## config.mk

```make
export PLATFORM = sky130hd
export DESIGN_NAME = flash_cmd_if
export DESIGN_NICKNAME = d
export VERILOG_FILES = /design/src/rtl/flash_cmd_pkg.sv /design/src/rtl/flash_pin_decode.sv /design/src/rtl/flash_cmd_fsm.sv /design/src/rtl/flash_cell_array.sv /design/src/rtl/flash_cmd_if.sv
export SDC_FILE = /design/constraint.sdc
export NUM_CORES = 1
export LEC_CHECK = 0
export BUFFER_PORTS_ARGS = -buffer_cell sky130_fd_sc_hd__buf_2
export CAP_MARGIN = 40
export CORE_MARGIN = 3
export CORE_UTILIZATION = 34
export DETAILED_ROUTE_END_ITERATION = 6
export PLACE_DENSITY = 0.48
export SLEW_MARGIN = 20
export SYNTH_ARGS = -nofsm -noshare
export SYNTH_HDL_FRONTEND = slang
export SYNTH_SLANG_ARGS = --single-unit
```

## constraint.sdc

```tcl
create_clock -name clk -period 5 [get_ports clk]
set_clock_uncertainty 0.05 [all_clocks]
set_input_delay 0.75 -clock clk [delete_from_list [all_inputs] [get_ports clk]]
set_output_delay 0.75 -clock clk [all_outputs]
set_load 0.05 [all_outputs]
```

## src/rtl/flash_cmd_pkg.sv

```systemverilog
package flash_cmd_pkg;

    typedef enum logic [2:0] {
        ST_ARRAY,
        ST_KEY1,
        ST_KEY2,
        ST_PGM,
        ST_IDENT,
        ST_FAST,
        ST_FAST_PGM,
        ST_FAST_EXIT
    } cmd_state_t;

    localparam logic [10:0] KEY1_ADDR = 11'h555;
    localparam logic [10:0] KEY2_ADDR = 11'h2AA;
    localparam logic [7:0]  KEY1_DATA = 8'hAA;
    localparam logic [7:0]  KEY2_DATA = 8'h55;
    localparam logic [7:0]  OP_PGM    = 8'hA0;
    localparam logic [7:0]  OP_IDENT  = 8'h90;
    localparam logic [7:0]  OP_FAST   = 8'h20;
    localparam logic [7:0]  OP_ABORT  = 8'hF0;
    localparam logic [7:0]  OP_LEAVE  = 8'h00;

endpackage

```

## src/rtl/flash_pin_decode.sv

```systemverilog
module flash_pin_decode (
    input  logic clk,
    input  logic reset_n,
    input  logic ce_n,
    input  logic oe_n,
    input  logic we_n,
    output logic wr_stb,
    output logic rd_drive
);

    logic wr_lvl;
    logic wr_lvl_q;

    // write cycle level: chip selected, write low, output disabled
    assign wr_lvl   = reset_n & ~ce_n & ~we_n & oe_n;
    assign rd_drive = reset_n & ~ce_n & ~oe_n & we_n;

    always_ff @(posedge clk or negedge reset_n) begin
        if (!reset_n) begin
            wr_lvl_q <= 1'b0;
        end else begin
            wr_lvl_q <= wr_lvl;
        end
    end

    // one command per write cycle, on its first sampled clock
    assign wr_stb = wr_lvl & ~wr_lvl_q;

endmodule

```

## src/rtl/flash_cmd_fsm.sv

```systemverilog
module flash_cmd_fsm
    import flash_cmd_pkg::*;
#(
    parameter int ADDR_W = 17,
    parameter int DATA_W = 8
) (
    input  logic              clk,
    input  logic              reset_n,
    input  logic              wr_stb,
    input  logic [ADDR_W-1:0] wr_addr,
    input  logic [DATA_W-1:0] wr_data,
    output cmd_state_t        state,
    output logic              prog_en
);

    cmd_state_t nxt;
    logic at_key1, at_key2;
    logic d_key1, d_key2, d_pgm, d_ident, d_fast, d_abort, d_leave;

    assign at_key1 = (wr_addr == ADDR_W'(KEY1_ADDR));
    assign at_key2 = (wr_addr == ADDR_W'(KEY2_ADDR));
    assign d_key1  = (wr_data == DATA_W'(KEY1_DATA));
    assign d_key2  = (wr_data == DATA_W'(KEY2_DATA));
    assign d_pgm   = (wr_data == DATA_W'(OP_PGM));
    assign d_ident = (wr_data == DATA_W'(OP_IDENT));
    assign d_fast  = (wr_data == DATA_W'(OP_FAST));
    assign d_abort = (wr_data == DATA_W'(OP_ABORT));
    assign d_leave = (wr_data == DATA_W'(OP_LEAVE));

    // state register
    always_ff @(posedge clk or negedge reset_n) begin
        if (!reset_n) begin
            state <= ST_ARRAY;
        end else begin
            state <= nxt;
        end
    end

    // next state
    always_comb begin
        nxt = state;
        if (wr_stb) begin
            unique case (state)
                ST_ARRAY:     nxt = (at_key1 && d_key1) ? ST_KEY1 : ST_ARRAY;
                ST_KEY1:      nxt = (at_key2 && d_key2) ? ST_KEY2 : ST_ARRAY;
                ST_KEY2: begin
                    if (at_key1 && d_pgm)        nxt = ST_PGM;
                    else if (at_key1 && d_ident) nxt = ST_IDENT;
                    else if (at_key1 && d_fast)  nxt = ST_FAST;
                    else                         nxt = ST_ARRAY;
                end
                ST_PGM:       nxt = ST_ARRAY;
                ST_IDENT:     nxt = ST_ARRAY;
                ST_FAST: begin
                    if (d_abort)      nxt = ST_ARRAY;
                    else if (d_pgm)   nxt = ST_FAST_PGM;
                    else if (d_ident) nxt = ST_FAST_EXIT;
                    else              nxt = ST_FAST;
                end
                ST_FAST_PGM:  nxt = ST_FAST;
                ST_FAST_EXIT: nxt = (d_leave || d_abort) ? ST_ARRAY : ST_FAST;
                default:      nxt = ST_ARRAY;
            endcase
        end
    end

    // outputs
    always_comb begin
        prog_en = wr_stb && ((state == ST_PGM) || (state == ST_FAST_PGM));
    end

endmodule

```

## src/rtl/flash_cell_array.sv

```systemverilog
module flash_cell_array #(
    parameter int DATA_W  = 8,
    parameter int CELL_AW = 4
) (
    input  logic               clk,
    input  logic               reset_n,
    input  logic               prog_en,
    input  logic [CELL_AW-1:0] prog_idx,
    input  logic [DATA_W-1:0]  prog_data,
    input  logic [CELL_AW-1:0] rd_idx,
    output logic [DATA_W-1:0]  rd_data
);

    localparam int DEPTH = 1 << CELL_AW;

    logic [DATA_W-1:0] cells [DEPTH];

    always_ff @(posedge clk or negedge reset_n) begin
        if (!reset_n) begin
            for (int i = 0; i < DEPTH; i++) begin
                cells[i] <= '1;
            end
        end else if (prog_en) begin
            // bits can only be cleared
            cells[prog_idx] <= cells[prog_idx] & prog_data;
        end
    end

    assign rd_data = cells[rd_idx];

endmodule

```

## src/rtl/flash_cmd_if.sv

```systemverilog
module flash_cmd_if
    import flash_cmd_pkg::*;
#(
    parameter int              ADDR_W   = 17,
    parameter int              DATA_W   = 8,
    parameter int              CELL_AW  = 4,
    parameter logic [7:0]      MFR_CODE = 8'h01,
    parameter logic [7:0]      DEV_CODE = 8'hC8
) (
    input  logic              clk,
    input  logic              reset_n,
    input  logic              ce_n,
    input  logic              oe_n,
    input  logic              we_n,
    input  logic [ADDR_W-1:0] addr,
    input  logic [DATA_W-1:0] din,
    output logic [DATA_W-1:0] dout,
    output logic              dout_en
);

    logic              wr_stb;
    logic              rd_drive;
    logic              prog_en;
    cmd_state_t        state;
    logic [DATA_W-1:0] cell_q;
    logic [DATA_W-1:0] ident_q;

    flash_pin_decode u_pins (
        .clk      (clk),
        .reset_n  (reset_n),
        .ce_n     (ce_n),
        .oe_n     (oe_n),
        .we_n     (we_n),
        .wr_stb   (wr_stb),
        .rd_drive (rd_drive)
    );

    flash_cmd_fsm #(.ADDR_W(ADDR_W), .DATA_W(DATA_W)) u_fsm (
        .clk     (clk),
        .reset_n (reset_n),
        .wr_stb  (wr_stb),
        .wr_addr (addr),
        .wr_data (din),
        .state   (state),
        .prog_en (prog_en)
    );

    flash_cell_array #(.DATA_W(DATA_W), .CELL_AW(CELL_AW)) u_cells (
        .clk       (clk),
        .reset_n   (reset_n),
        .prog_en   (prog_en),
        .prog_idx  (addr[CELL_AW-1:0]),
        .prog_data (din),
        .rd_idx    (addr[CELL_AW-1:0]),
        .rd_data   (cell_q)
    );

    always_comb begin
        if (addr == ADDR_W'(0))      ident_q = DATA_W'(MFR_CODE);
        else if (addr == ADDR_W'(1)) ident_q = DATA_W'(DEV_CODE);
        else                         ident_q = '0;
    end

    assign dout_en = rd_drive;
    assign dout    = !rd_drive          ? '0 :
                     (state == ST_IDENT) ? ident_q : cell_q;

endmodule

```

==> out/summary.txt <==
Yosys warns - 0
Max Root-Sink Buffers - 2
Crit Path Category - input port to primary output
TNS Setup - 0 ns
Final HPWL DP - 12.1 mm
Layout Cells excl Fill - 794
Final Instance Area - 0.00775 mm^2
Grt total ovfl - 0
# rows - 50
Setup bufs post-CTS - 0
Avg Cell Area, Syn - 14.0 um^2
Worst r2r src - u_fsm.state[1]
Crit path to - dout[6]
GRT Total Usage - 17.5%
I/O pins - 39
DR pass1 iterations - 5
Drt total wl - 18.0 mm
Pwr Density - 310 mW/mm^2
Hold buffers post-CTS - 0
DRT iter0 DRCs - 256
Num CTS Buffers - 17
Global-route wire length before repair - 28.8 mm
Clk root buf - clkbuf_16
FILL cells - 1767
Final hold vios - 0
Critical Path RT - 4.20 ns
Synth Register Bits - 132
Die Ht - 146 um
Final ANT Viol Nets - 0
Post-synth EDFFs - 0
R2R Setup Slk - 2.27 ns
Leak - 0.00281 uW
Run status - finished, final reports clean
PostCTS Resize Cnt - 0
Gpl congestion - 0.833
Peak supply drop - 0.000229 V
Drt wl/cell - 22.6 um
Post-synth ARST share - 100%
Core ar. - 0.0190 mm^2
Syn nets - 506
Slew Limit Fails - 0
CP Max Fanout - 24
Placed cell count - 761
WP data arrival - 2.84 ns
Cell Area, Placed - 0.00717 mm^2
MaxCap Viol Count - 0
Share of cells above drive strength 1 - 59.0%
DIE AREA - 0.0213 mm^2
Diodes inserted - 0
RSZ-0062 raised after global routing - no
Crit Reg-Reg Endpoint - u_cells.cells[10]
Initial antenna violation count - 0
Worst-path clk slew - 0.05 ns
Via count - 4485
CTS sink cnt - 132
DRC viols - 0
Vias in the first global route - 4817
Port buffer count - 38
Final net count - 552
Critical path endpoint category - primary output
CTS H-tree lvls - 4
Worst skew pair latency - 0.41 ns
Mapped Cells - 476
Routed vias/inst - 5.65
Distinct cells, synth - 53
Worst min path class - input port to asynchronous set/reset pin
Post-route clock period utilization - 72.9%
Critical path startpoint category - input port
Minimum clock period after layout - 3.64 ns
Layout area overhead - 16.4%
CTS tree - done
Die width - 146 um
Top FF cell, synth - dfstp_2
Initial Util - 35.1%
Fmax - 274 MHz
Reg2Reg Depth - 6
Sequential share of the synthesized area - 52.0%
Final Util - 40.9%
Worst setup path start - addr[1]
Synth Cell Area - 0.00666 mm^2
Slew margin rel. - 56.9%
Worst-margin pin slew - 0.647 ns
# setup viols final - 0
Pin count of the biggest net entering global routing - 68
## placed cells by master, fill, tap and decap left out, drive strengths merged, types with 2 or more instances in the layout
cell	count
nor2	16
nor4bb	2
inv	3
nor3b	3
nand4	2
nand2b	3
mux2	56
or3	2
a221oi	4
or4	2
clkinvlp	3
and2	17
nor3	5
dfrtp	4
nand3b	3
dfstp	128
nand2	29
and4	3
nand3	22
nor4	4
clkbuf	20
nand4b	2
clkinv	7
a22o	4
mux4	36
nor2b	6
o21ai	7
buf	55
o2bb2ai	72
## area by class of cell
type / count / area [um^2] / area share [%]
timing repair buffer: 55 / 385 / 4.97
multi-input combinational: 313 / 3040 / 39.1
inverter: 3 / 11.3 / 0.145
clock inverter: 11 / 87.6 / 1.13
clock buffer: 20 / 447 / 5.76
tap: 260 / 325 / 4.19
sequential: 132 / 3460 / 44.7
## worst min-delay path by stage
stage	from	endpoint	slack [ns]	depth (start not counted)
after global placement	u_cells.cells[36]	u_cells.cells[36]	0.42	1
after floorplan	reset_n	u_fsm.state[0]	0.40	0
final	reset_n	u_fsm.state[2]	0.28	2
after global routing	reset_n	u_fsm.state[2]	0.29	2
after CTS	u_cells.cells[60]	u_cells.cells[60]	0.43	1
after detailed placement	u_cells.cells[60]	u_cells.cells[60]	0.42	1
## report_power, final
group	switching [uW]	total, uW	internal, uW
logic	106	166	60.0
registers	18.8	1100	1080
clock network	451	1140	686
total	576	2410	1830
## critical path: stages
cell and delay [ns]:
buf_2 0.50, buf_4 0.34, mux4_2 0.35, a22o_1 0.25, a221oi_1 0.23, o21ai_0 0.16, buf_2 0.26
## per-stage QoR
step / total power [uW] / worst slack (ns) / hold WS [ns]
2_1_floorplan: 1210 / 0.0289 / 0.404
3_5_place_dp: 1280 / 1.33 / 0.421
3_3_place_gp: 1280 / 1.04 / 0.420
4_1_cts: 2440 / 1.33 / 0.432
6_report: 2410 / 1.36 / 0.278
5_1_grt: 2500 / 1.23 / 0.285
## logic make-up after synthesis
| kind of cell | synth area share, % |
|---|---|
| compound gates | 11.9 |
| flops | 52.0 |
| buf+inv | 2.42 |
| xor+xnor | 0.132 |
| simple gates | 11.4 |
| mux | 22.1 |
## state kept, by name (all words and copies together) (netlist names)
signal	cells
u_cells.cells	128
u_fsm.state	3
u_pins.wr_lvl_q	1
## layer usage
metal	GRT usage, %	share of wire, %	vias to the layer above
met5	0	0	-
met4	6.22	2.0	0
met2	27.9	48	127
li1	-	-	1978
met1	24.0	47	2362
met3	3.11	3.9	18
## cells in the mapped netlist (2+ instances only)
master,instances,area (um^2)
o21ai_0,7,35.0
inv_1,2,7.51
dfrtp_1,4,100
nand4b_1,2,17.5
nor2b_1,5,31.3
nand3_1,22,110
nor3_1,5,25.0
or3_1,2,12.5
nand2b_1,3,18.8
mux4_2,27,608
nand2_2,10,62.6
a22o_1,4,35.0
nand3b_1,3,22.5
nor2_2,3,18.8
a221oi_1,4,35.0
clkbuf_1,7,26.3
o2bb2ai_1,72,631
and2_1,16,100
nor4_1,3,18.8
nor3b_1,3,22.5
nand2_1,19,71.3
nor4bb_1,2,20.0
nor2_1,13,48.8
buf_2,14,70.1
buf_1,4,15.0
mux4_1,9,236
nand4_1,2,12.5
mux2_2,56,631
and4_1,2,17.5
dfstp_2,128,3360
(Power assumes the default switching activity.)
